### src/rtl/uwire_pkg.sv
package uwire_pkg;

    localparam int DATA_W  = 16;
    localparam int ADDR_MX = 8;
    localparam int PFX_W   = 3;
    localparam int FRAME_W = PFX_W + ADDR_MX + DATA_W;
    localparam int LEN_W   = $clog2(FRAME_W + 1);

    typedef enum logic [1:0] {
        OP_READ  = 2'd0,
        OP_WRITE = 2'd1,
        OP_WREN  = 2'd2,
        OP_WRDIS = 2'd3
    } uw_op_e;

    typedef enum logic [2:0] {
        ST_IDLE,
        ST_SEL,
        ST_SHIFT,
        ST_RDATA,
        ST_WGAP,
        ST_WPOLL,
        ST_TAIL
    } uw_state_e;

endpackage

### src/rtl/uwire_sk_timer.sv
module uwire_sk_timer #(
    parameter int LO_CYC = 25,
    parameter int HI_CYC = 75
) (
    input  logic clk,
    input  logic rst_n,
    input  logic run,
    output logic sk_phase,
    output logic bit_end
);
    localparam int PERIOD = LO_CYC + HI_CYC;
    localparam int CW     = $clog2(PERIOD);

    logic [CW-1:0] cnt_d, cnt_q;
    logic          last;

    assign last     = (cnt_q == CW'(PERIOD - 1));
    assign sk_phase = (cnt_q >= CW'(LO_CYC));
    assign bit_end  = run && last;

    always_comb begin
        if (!run || last) cnt_d = '0;
        else              cnt_d = cnt_q + 1'b1;
    end

    always_ff @(posedge clk) begin
        if (!rst_n) cnt_q <= '0;
        else        cnt_q <= cnt_d;
    end
endmodule

### src/rtl/uwire_frame_build.sv
module uwire_frame_build
    import uwire_pkg::*;
(
    input  uw_op_e                op,
    input  logic [ADDR_MX-1:0]    addr,
    input  logic [DATA_W-1:0]     wdata,
    input  logic                  addr8,
    output logic [FRAME_W-1:0]    frame,
    output logic [LEN_W-1:0]      flen
);
    localparam int SHORT_AW = 6;
    localparam int PAD      = ADDR_MX - SHORT_AW;

    logic [PFX_W-1:0]   pfx;
    logic [ADDR_MX-1:0] afield;

    always_comb begin
        unique case (op)
            OP_READ:  begin pfx = 3'b110; afield = addr; end
            OP_WRITE: begin pfx = 3'b101; afield = addr; end
            OP_WREN:  begin pfx = 3'b100; afield = addr8 ? 8'hC0 : 8'h30; end
            default:  begin pfx = 3'b100; afield = '0; end
        endcase
        if (addr8) frame = {pfx, afield, wdata};
        else       frame = {pfx, afield[SHORT_AW-1:0], wdata, {PAD{1'b0}}};
        flen = LEN_W'(PFX_W + (addr8 ? ADDR_MX : SHORT_AW))
             + ((op == OP_WRITE) ? LEN_W'(DATA_W) : '0);
    end
endmodule

### src/rtl/uwire_eeprom_master.sv
module uwire_eeprom_master
    import uwire_pkg::*;
#(
    parameter int LO_CYC     = 25,
    parameter int HI_CYC     = 75,
    parameter int POLL_LIMIT = 100000
) (
    input  logic        clk,
    input  logic        rst_n,
    input  logic        req_valid,
    input  logic [1:0]  req_op,
    input  logic [7:0]  req_addr,
    input  logic [15:0] req_wdata,
    input  logic        addr8,
    output logic        busy,
    output logic        done,
    output logic [15:0] rd_data,
    output logic        timeout,
    output logic        ee_cs,
    output logic        ee_sk,
    output logic        ee_di,
    input  logic        ee_do
);
    localparam int PW = $clog2(POLL_LIMIT + 1);
    localparam int RD_BITS = DATA_W + 1;

    typedef struct packed {
        uw_state_e          st;
        logic [LEN_W-1:0]   bits;
        logic [LEN_W-1:0]   flen;
        logic [FRAME_W-1:0] frame;
        uw_op_e             op;
        logic [DATA_W-1:0]  rsh;
        logic [DATA_W-1:0]  rdata;
        logic [PW-1:0]      poll;
        logic               done;
        logic               tmo;
    } regs_t;

    regs_t r_d, r_q;

    logic [FRAME_W-1:0] bld_frame;
    logic [LEN_W-1:0]   bld_len;
    logic               sk_phase, bit_end, cs_on;

    uwire_frame_build u_build (
        .op    (uw_op_e'(req_op)),
        .addr  (req_addr),
        .wdata (req_wdata),
        .addr8 (addr8),
        .frame (bld_frame),
        .flen  (bld_len)
    );

    uwire_sk_timer #(.LO_CYC(LO_CYC), .HI_CYC(HI_CYC)) u_timer (
        .clk      (clk),
        .rst_n    (rst_n),
        .run      (r_q.st != ST_IDLE),
        .sk_phase (sk_phase),
        .bit_end  (bit_end)
    );

    always_comb begin
        r_d      = r_q;
        r_d.done = 1'b0;
        unique case (r_q.st)
            ST_IDLE: if (req_valid) begin
                r_d.st    = ST_SEL;
                r_d.frame = bld_frame;
                r_d.flen  = bld_len;
                r_d.op    = uw_op_e'(req_op);
                r_d.bits  = '0;
                r_d.tmo   = 1'b0;
            end
            ST_SEL: if (bit_end) r_d.st = ST_SHIFT;
            ST_SHIFT: if (bit_end) begin
                r_d.frame = r_q.frame << 1;
                if (r_q.bits == r_q.flen - 1'b1) begin
                    r_d.bits = '0;
                    if (r_q.op == OP_READ)       r_d.st = ST_RDATA;
                    else if (r_q.op == OP_WRITE) r_d.st = ST_WGAP;
                    else                         r_d.st = ST_TAIL;
                end else begin
                    r_d.bits = r_q.bits + 1'b1;
                end
            end
            ST_RDATA: if (bit_end) begin
                r_d.rsh = {r_q.rsh[DATA_W-2:0], ee_do};
                if (r_q.bits == LEN_W'(RD_BITS - 1)) begin
                    r_d.rdata = {r_q.rsh[DATA_W-2:0], ee_do};
                    r_d.bits  = '0;
                    r_d.st    = ST_TAIL;
                end else begin
                    r_d.bits = r_q.bits + 1'b1;
                end
            end
            ST_WGAP: if (bit_end) begin
                r_d.st   = ST_WPOLL;
                r_d.poll = '0;
            end
            ST_WPOLL: if (bit_end) begin
                if (ee_do) begin
                    r_d.st = ST_TAIL;
                end else if (r_q.poll == PW'(POLL_LIMIT - 1)) begin
                    r_d.tmo = 1'b1;
                    r_d.st  = ST_TAIL;
                end else begin
                    r_d.poll = r_q.poll + 1'b1;
                end
            end
            default: if (bit_end) begin
                r_d.st   = ST_IDLE;
                r_d.done = 1'b1;
            end
        endcase
    end

    always_ff @(posedge clk) begin
        if (!rst_n) begin
            r_q       <= '0;
            r_q.st    <= ST_IDLE;
            r_q.op    <= OP_READ;
        end else begin
            r_q <= r_d;
        end
    end

    assign cs_on   = (r_q.st == ST_SEL) || (r_q.st == ST_SHIFT) ||
                     (r_q.st == ST_RDATA) || (r_q.st == ST_WPOLL);
    assign ee_cs   = cs_on;
    assign ee_sk   = sk_phase && cs_on;
    assign ee_di   = (r_q.st == ST_SHIFT) && r_q.frame[FRAME_W-1];
    assign busy    = (r_q.st != ST_IDLE);
    assign done    = r_q.done;
    assign rd_data = r_q.rdata;
    assign timeout = r_q.tmo;
endmodule

### config.mk
export PLATFORM = sky130hd
export DESIGN_NAME = uwire_eeprom_master
export DESIGN_NICKNAME = d
export VERILOG_FILES = /design/src/rtl/uwire_pkg.sv /design/src/rtl/uwire_sk_timer.sv /design/src/rtl/uwire_frame_build.sv /design/src/rtl/uwire_eeprom_master.sv
export SDC_FILE = /design/constraint.sdc
export NUM_CORES = 1
export LEC_CHECK = 0
export BUFFER_PORTS_ARGS = -buffer_cell sky130_fd_sc_hd__buf_4
export CAP_MARGIN = 40
export CORE_MARGIN = 4
export CORE_UTILIZATION = 53
export CTS_CLUSTER_DIAMETER = 50
export DETAILED_ROUTE_END_ITERATION = 10
export PLACE_DENSITY = 0.81
export SLEW_MARGIN = 0
export SYNTH_ARGS = -nofsm -noshare
export SYNTH_HDL_FRONTEND = slang
export SYNTH_HIERARCHICAL = 1
export SYNTH_SLANG_ARGS = --single-unit
### constraint.sdc
create_clock -name clk -period 2.1 [get_ports clk]
set_input_delay 0.105 -clock clk [delete_from_list [all_inputs] [get_ports clk]]
set_output_delay 0.105 -clock clk [all_outputs]
set_load 0.005 [all_outputs]
==> reports/qor.csv, run 1 <==
metric,value,unit
fin_skew,0.00546,ns
yosys.area.top_type,dfxtp_1,
cts_tree,built,
synth.most_common_cell,nand2_1,
ctsHtreeMaxLevel,3,
gp_congestion,0.835,
clock_sinks,99,
cp_max_fo,13,
wire_per_inst,13.2,um
grt_max_degree,55,
power.total,3.64,mW
path_clk_slew,0.09,ns
wl_met3,484,um
syn_inst,621,
ys.warnings.count,6,
r2r_end,r_q[87],
rows,35,
antennaDiodeCount,0,
cpMostUsedCell,buf_4,
status,finished clean,
rsz0062_at_grt,yes,
clk_path_buf_depth,2,
dieArea,0.0112,mm2
wl_met2,5030,um
start_util,54.6,%
netlist_area,0.00505,mm2
holdBufCountCts,0,
areaGrowthSynthToFinish,13.9,%
drive_above_1_share,21.0,%
antenna_found_initial,0,
numPortBuffers,52,
track_usage,18.4,%
grt_overflow,0,
final_nets,685,
ys.flop_type,dfxtp_1,
timing.slew.headroom,60.0,%
drt-met1-wl,4690,um
hold_viol_final,0,
drv_cap,0,
grt_pass1_vias,3955,
cp_cell_sequence,buf_4 > inv_2 > o21ai_0 > and2_1 > buf_4,
drv_slew,0,
end_kind,output pin,
multi_input_area,0.00276,mm2
tightest_slew,0.594,ns
tns,0,ns
hold_depth,3,
vias,4256,
worstHoldStart,ee_do,
synth.area.top_cells,"dfxtp_1, nand2_1, a21oi_1",
die_x,106,um
crit_arrival,1.93,ns
fin_crit_sh,96.8,%
clkLatencyLatePin,0.35,ns
synth.top_cells.by_count,"nand2_1, dfxtp_1, nor2_1, a21oi_1, nand3_1",
min_to,r_q[35],
start_kind,flip-flop,
cts_inserted_buffers,9,
vias_per_cell,5.44,
root_buffer,clkbuf_8,
avgSynthCellArea,8.13,um2
slowest_stage,o21ai_0,
p_per_area,633,mW/mm2
dr.pass1.iters,5,
max_freq,492,MHz
hpwl,7070,um
layout_min_cycle_time,2.03,ns
placed_cells,762,
ys_ff_latch,99,
drt_first_iter_violations,270,
worstReg2RegStart,u_timer/cnt_q[1],
rr_worst_depth,10,
postRouteAntennaNets,0,
hold_path_class,input pin to flip-flop,
die_y,106,um
p_leak,2.19,nW
synthArstFlopShare,0,%
ys_seq_area_share,39.3,%
drc,0,
peakVddDrop,330,uV
synth_top_area_share,39.3,%
r2r_setup_slack,0.12,ns
routed_wl,10300,um
synth_edf_count,0,
io_pins,53,
grt_pass1_wl,17400,um
seqCellArea,0.00199,mm2
top_layer,met4,
worst-endpoint-required,2.00,ns
synth.distinct_cells,60,
final_cells,782,
path_class,flip-flop to output pin,
cp_slowest_stage_delay,0.51,ns
core-area,0.00924,mm2
nFillCells,789,
finalSetupViolCount,0,
## area by class of cell
class                      instances  share of cell area (%)
multi-input combinational        450                    47.9
sequential                        99                    34.6
timing repair buffer              77                    11.0
tap                              129                    2.81
clock buffer                      10                    2.22
clock inverter                     6                   0.740
inverter                          11                   0.718
## worst max-delay path by stage
stage / startpoint / end / slack [ns]
floorplan: u_timer/cnt_q[0] / rd_data[10] / 0.004
global placement: r_q[80] / r_q[91] / 0.06
detailed placement: u_timer/cnt_q[1] / r_q[15] / -0.03
CTS: u_timer/cnt_q[1] / r_q[87] / 0.003
global route: u_timer/cnt_q[1] / r_q[12] / -0.04
finish: r_q[90] / ee_sk / 0.07
## placed cells by master, fill, tap and decap left out, drive strengths merged, types with 3 or more instances in the layout
master and instances:
nand3 47, nor4 4, or3 5, dfxtp 99
xor2 14, a311oi 20, nor2b 3, and2 9
buf 76, mux2i 11, clkinv 5, o211a 6
inv 10, nand2 133, and3 7, o21ai 9
xnor2 7, a21oi 48, conb 4, nand4 8
nor3 8, nor2 51, mux2 14, nand2b 7
clkbuf 11, a21boi 3, ha 6
## registers in the layout, summed over array words and instances (netlist names)
register       flops
done               1
timeout            1
r_q               74
u_timer/cnt_q      7
rd_data           16
## per-layer routing
layer  track usage (%)  up-vias
met2              32.1      109
li1                  -     2165
met1              23.2     1972
met5                 0        -
met4              5.00        0
met3              3.80       10
## critical path, delay by kind of cell (launching register included)
| family | cells | cell delay [ns] |
|---|---|---|
| buffers and inverters | 3 | 0.47 |
| flip-flops | 1 | 0.37 |
| AO/OA/AOI/OAI | 1 | 0.51 |
| AND/OR/NAND/NOR | 1 | 0.21 |
## report_power, final
group / total [mW] / switching (mW) / leakage [nW] / internal, mW
Combinational: 0.565 / 0.317 / 1.30 / 0.248
Clock: 1.08 / 0.644 / 0.0822 / 0.431
Sequential: 2.00 / 0.0472 / 0.806 / 1.95
## metrics by stage
stage	instance area, um2	utilization (%)	hold slack [ns]	setup WS (ns)
6_report	5750	62.2	0.0281	0.0665
2_1_floorplan	5070	-	0.241	0.00439
3_3_place_gp	5460	59.1	0.394	0.0632
4_1_cts	5630	61.0	0.0124	0.00269
3_5_place_dp	5460	59.1	0.398	-0.0267
5_1_grt	5750	62.2	0.0249	-0.0381
## timing repair
item	in CTS	in global routing
pin swaps	2	5
cloned	0	2
resized for setup	2	14
buffers inserted	0	2
endpoints found under the setup margin	19	83
## cells by family (layout without fill, tap and decap cells)
kind of cell	Yosys count	after routing	synth area share, %
and+or+nand+nor	292	292	26.9
muxes	25	25	6.12
adders and majority gates	6	6	1.49
buffers and inverters	75	104	8.23
xor gates and xnor gates	21	21	3.64
DFF	99	99	39.3
other	2	4	0.149
AOI/OAI and AO/OA	101	102	14.2
(Power assumes the default switching activity.)
==> run 2: changes to the inputs <==
Settings changed: PLACE_DENSITY 0.81 to unset, PLACE_DENSITY_LB_ADDON set to 0.2.
==> run 2 against run 1 <==
Routed wire length fell by 2.2%. Combinational power rose by 3%. Clock-buffer cell count fell by 1. Cell count rose by 0.13%. Hold slack got worse by 0.0065 ns. First-iteration DRC count fell by 22%. Clock skew rose by 0.0068 ns. Critical path type is now flip-flop to flip-flop.
==> reports/qor.csv, run 2 (synthesis results as in run 1) <==
metric,value,unit
cp_max_fo,9,
largest_reg_flops,74,
layout_min_cycle_time,1.97,ns
worst-endpoint-required,2.40,ns
rsz0062_at_grt,yes,
track_usage,18.8,%
end_kind,flip-flop,
drive_above_1_share,20.8,%
die_y,106,um
p_per_area,667,mW/mm2
stdcell_area,0.00577,mm2
drc,0,
hold_depth,3,
root_buffer,clkbuf_8,
final_nets,686,
io_pins,53,
clk_path_buf_depth,2,
slowest_stage,or4_1,
timing.slew.headroom,63.5,%
whs,0.0216,ns
clkLatencyLatePin,0.37,ns
cts_inserted_buffers,9,
final_common_cell,nand2_1,
die_x,106,um
cp_slowest_stage_delay,0.46,ns
antenna_found_initial,0,
dp_slack,-0.0573,ns
gp_congestion,0.782,
finalWorstSetupSlack,0.127,ns
grt_max_degree,55,
dieArea,0.0112,mm2
hold_viol_final,0,
max_freq,507,MHz
finalSetupViolCount,0,
status,finished clean,
cts_tree,built,
drv_slew,0,
vias_per_cell,5.33,
vias,4173,
drv_cap,0,
postPlaceCellArea,0.00547,mm2
peakVddDrop,357,uV
numPortBuffers,52,
routed_wl,10100,um
fin_crit_sh,94.0,%
start_util,54.6,%
wire_per_inst,12.9,um
grt_pass1_wl,17800,um
ctsHtreeMaxLevel,3,
hold_path_class,input pin to flip-flop,
dr.pass1.iters,4,
hpwl,6870,um
drt_first_iter_violations,210,
rows,35,
cp_cell_sequence,inv_1 > ha_2 > xnor2_1 > nor4_4 > a221oi_4 > buf_12 > or4_1 > a21oi_1,
regMostFlops,r_q,
postRouteAntennaNets,0,
grt_pass1_vias,3983,
p_leak,2.19,nW
fin_skew,0.0123,ns
final_cell_mix,"nand2_1, dfxtp_1, buf_4",
rr_worst_depth,8,
grt_overflow,0,
antennaDiodeCount,0,
crit_arrival,2.27,ns
areaGrowthSynthToFinish,14.3,%
start_kind,flip-flop,
path_clk_slew,0.10,ns
clock_sinks,99,
path_class,flip-flop to flip-flop,
tightest_slew,0.548,ns
core-area,0.00924,mm2
[run 2: per-stage QoR]
| stage | total power, mW | TNS, ns | util (%) | cells |
|---|---|---|---|---|
| after floorplan | 2.43 | 0 | - | 623 |
| after global placement | 2.57 | 0 | 59.2 | 764 |
| after detailed placement | 2.59 | -0.142 | 59.2 | 764 |
| after CTS | 3.86 | 0 | 61.7 | 781 |
| after global routing | 4.05 | -0.0743 | 62.5 | 783 |
| final | 3.85 | 0 | 62.5 | 783 |
[run 2: critical path: cells and delay by family, from the launching register on]
kind	cells	cell delay (ns)
AND/OR/NAND/NOR	2	0.67
XOR/XNOR	1	0.15
flip-flops	1	0.37
adder cells (fa/ha/maj)	1	0.27
AO/OA/AOI/OAI	2	0.24
buffers and inverters	2	0.21
[run 2: area by class of cell]
cell class | instances | area, um2
clock buffers | 9 | 124
clock inverters | 7 | 80.1
fillers | 815 | 3470
inverters | 11 | 41.3
multi-input cells | 449 | 2720
flip-flops and latches | 99 | 1990
well taps | 129 | 161
repair buffers | 79 | 661
[run 2: path summary, 6_finish.rpt]
path,startpoint,end,slack [ns]
hold / removal,ee_do,rd_data[0],0.02
hold reg to reg,rd_data[7],rd_data[7],0.46
setup / recovery,r_q[80],r_q[92],0.13
setup reg to reg,r_q[80],r_q[92],0.13
[run 2: per-layer routing]
layer,wire (um),vias to the layer above,track usage (%)
met3,389,6,3.12
met4,78,0,6.48
met5,0,-,0
met1,4580,1933,23.3
li1,-,2159,-
met2,5050,75,32.9
[run 2: timing repair]
| action | in CTS | in global routing |
|---|---|---|
| cloned | 0 | 1 |
| resized for setup | 1 | 9 |
| endpoints found under the setup margin | 8 | 66 |
| pin swaps | 1 | 5 |
| hold buffers | 0 | 0 |
| setup buffers | 1 | 1 |
[run 2: report_power, final]
part           internal, mW  switching (mW)  leakage (nW)
sequential             1.95          0.0462         0.805
combinational         0.264           0.315          1.29
clock                 0.568           0.699        0.0973
==> run 3: changes to the inputs <==
Settings changed: CAP_MARGIN 40 to 30, SKIP_LAST_GASP set to 1, SYNTH_HIERARCHICAL 1 to unset.
==> run 3 against run 2 <==
Sequential share of layout area is 0.15 points lower. Sequential cell count is 2 lower. Sequential power hardly changed. Design area is 1.3% lower. Cell count is 4.9% lower. Maximum frequency is 3.6% lower. Clock power is 5% higher. Utilization is 2.5 points higher. Synthesized area is 4.7% lower.
==> reports/qor.csv, run 3 <==
metric,value,unit
syn_nets,623,
postRouteAntennaNets,0,
placed_cells,724,
numPortBuffers,52,
crit_arrival,2.35,ns
die_x,103,um
holdBufCountCts,0,
rsz0062_at_grt,yes,
status,finished clean,
yosys.area.top_type,dfxtp_1,
ys.warnings.count,0,
synthArstFlopShare,0,%
met1_usage,27.0,%
synth.top_cells.by_count,"dfxtp_1, nor2_1, nand2_1, a21oi_1, mux2i_1",
synth.most_common_cell,dfxtp_1,
final_cells,745,
cpMostUsedCell,and4_4,
finalSetupViolCount,0,
hpwl,7440,um
layout_min_cycle_time,2.05,ns
ys_ff_latch,97,
track_usage,20.6,%
synth.area.top_cells,"dfxtp_1, mux2i_1, nor2_1",
antenna_found_initial,0,
start_util,54.9,%
cp_slowest_stage_delay,0.55,ns
rows,34,
final_cell_mix,"dfxtp_1, buf_4, nor2_1",
grt_overflow,0,
r2r_setup_slack,0.05,ns
regMostFlops,r_q,
path_buf_inv,0,
wire_per_inst,14.3,um
io_pins,53,
drc,0,
cts_inserted_buffers,9,
die_y,103,um
fin_skew,0.0106,ns
root_buffer,clkbuf_8,
areaGrowthSynthToFinish,18.4,%
worst-endpoint-required,2.41,ns
seqPwrFrac,50.9,%
ys_seq_area_share,40.4,%
clkLatencyLatePin,0.38,ns
path_delay_family,simple AND/OR/NAND/NOR gates,
cp_cell_sequence,ha_2 > and4_4 > and4_4 > or4_4 > or4_1 > a31oi_1,
p_per_area,679,mW/mm2
power.total,3.86,mW
tightest_slew,0.515,ns
path_clk_slew,0.10,ns
drt_first_iter_violations,165,
grt_pass1_vias,3879,
vias,4254,
cp_max_fo,6,
grt_max_degree,54,
end_kind,flip-flop,
gp_congestion,0.884,
synth_edf_count,0,
drv_cap,0,
core-area,0.00876,mm2
ctsHtreeMaxLevel,3,
clock_sinks,97,
final_common_cell,dfxtp_1,
dr.pass1.iters,4,
cts_tree,built,
dieArea,0.0107,mm2
synth.distinct_cells,53,
netlist_area,0.00481,mm2
combPwrFrac,14.8,%
p_clk_share,34.3,%
final_util,65.0,%
p_leak,2.15,nW
vias_per_cell,5.71,
use_met3,4.69,%
syn_inst,585,
final_nets,670,
drv_slew,0,
largest_reg_flops,72,
antennaDiodeCount,0,
start_kind,flip-flop,
hold_path_class,input pin to flip-flop,
avgSynthCellArea,8.22,um2
switching_share,28.5,%
peakVddDrop,344,uV
max_freq,489,MHz
ys.flop_type,dfxtp_1,
switchingPower,1.10,mW
path_class,flip-flop to flip-flop,
grt_util_met2,34.0,%
grt_pass1_wl,17700,um
p_int,2.76,mW
synth_top_area_share,40.4,%
timing.slew.headroom,65.5,%
drive_above_1_share,21.8,%
slowest_stage,or4_4,
top_usage_layer,met2,
clk_path_buf_depth,2,
fin_crit_sh,97.4,%
hold_viol_final,0,
routed_wl,10700,um
run 3: changes by cell type after synthesis, moves of 9 or more:
| cell | delta |
|---|---|
| a311oi_1 | -17 |
| nor2_1 | +31 |
| a211oi_1 | +17 |
| a22oi_1 | +14 |
| nand2_1 | -61 |
| mux2i_1 | +26 |
| nor3_1 | +9 |
| mux2_4 | -11 |
| nand3_1 | -28 |
run 3: cell type report:
class / instances / area, um2
multi-input cells: 419 / 2590
well taps: 108 / 135
repair buffers: 92 / 749
clock buffers: 9 / 124
flip-flops and latches: 97 / 1950
clock inverters: 7 / 98.8
fillers: 736 / 3070
inverters: 13 / 48.8
run 3: layer usage:
metal / wire (um) / vias up / part of all wire, %
met2: 5100 / 111 / 48
met5: 0 / - / 0
met1: 4920 / 1970 / 46
met4: 157 / 0 / 1.5
met3: 504 / 14 / 4.7
li1: - / 2159 / -
run 3: cells by family after synthesis:
logic type / share of synthesized area (%)
simple gates: 23.9
xor+xnor: 2.37
fa+ha+maj: 1.82
buf+inv: 6.94
flops: 40.4
compound gates: 16.4
mux: 8.17
run 3: path summary, 6_finish.rpt:
path                                 from       to  depth (start not counted)
worst max-delay path               r_q[2]  r_q[13]                          6
worst min-delay path            req_op[0]  r_q[51]                          3
worst max register to register     r_q[2]  r_q[13]                          6
worst min register to register    r_q[49]  r_q[49]                          2
run 3: power by group through the flow:
stage                     sequential (mW)  combinational (mW)  clock [mW]
after floorplan                      2.00               0.368           0
after global placement               2.00               0.545           0
after detailed placement             2.01               0.558           0
after CTS                            1.96               0.559        1.35
after global routing                 1.98               0.634        1.45
final                                1.97               0.572        1.33
run 3: worst register-to-register path: cells and delay by family, from the launching register on:
family / cells / cell delay (ns)
adders and majority gates: 1 / 0.18
and+or+nand+nor: 4 / 1.35
DFF: 1 / 0.33
AOI/OAI and AO/OA: 1 / 0.13
run 3: timing repair:
item / CTS / global route
endpoints found under the setup margin: 2 / 16
buffers inserted: 0 / 4
cloned: 0 / 1
pin swaps: 0 / 6
resized for setup: 4 / 14
run 3: per-stage QoR:
step           hold slack (ns)  setup TNS, ns  setup WS [ns]  instance area, um2
2_1_floorplan            0.241              0         0.0104                4820
3_3_place_gp             0.399              0         0.0406                5360
3_5_place_dp             0.413              0         0.0246                5360
4_1_cts                 0.0179              0         0.0110                5600
5_1_grt                 0.0345         -0.200        -0.0486                5690
6_report                0.0285              0         0.0536                5690
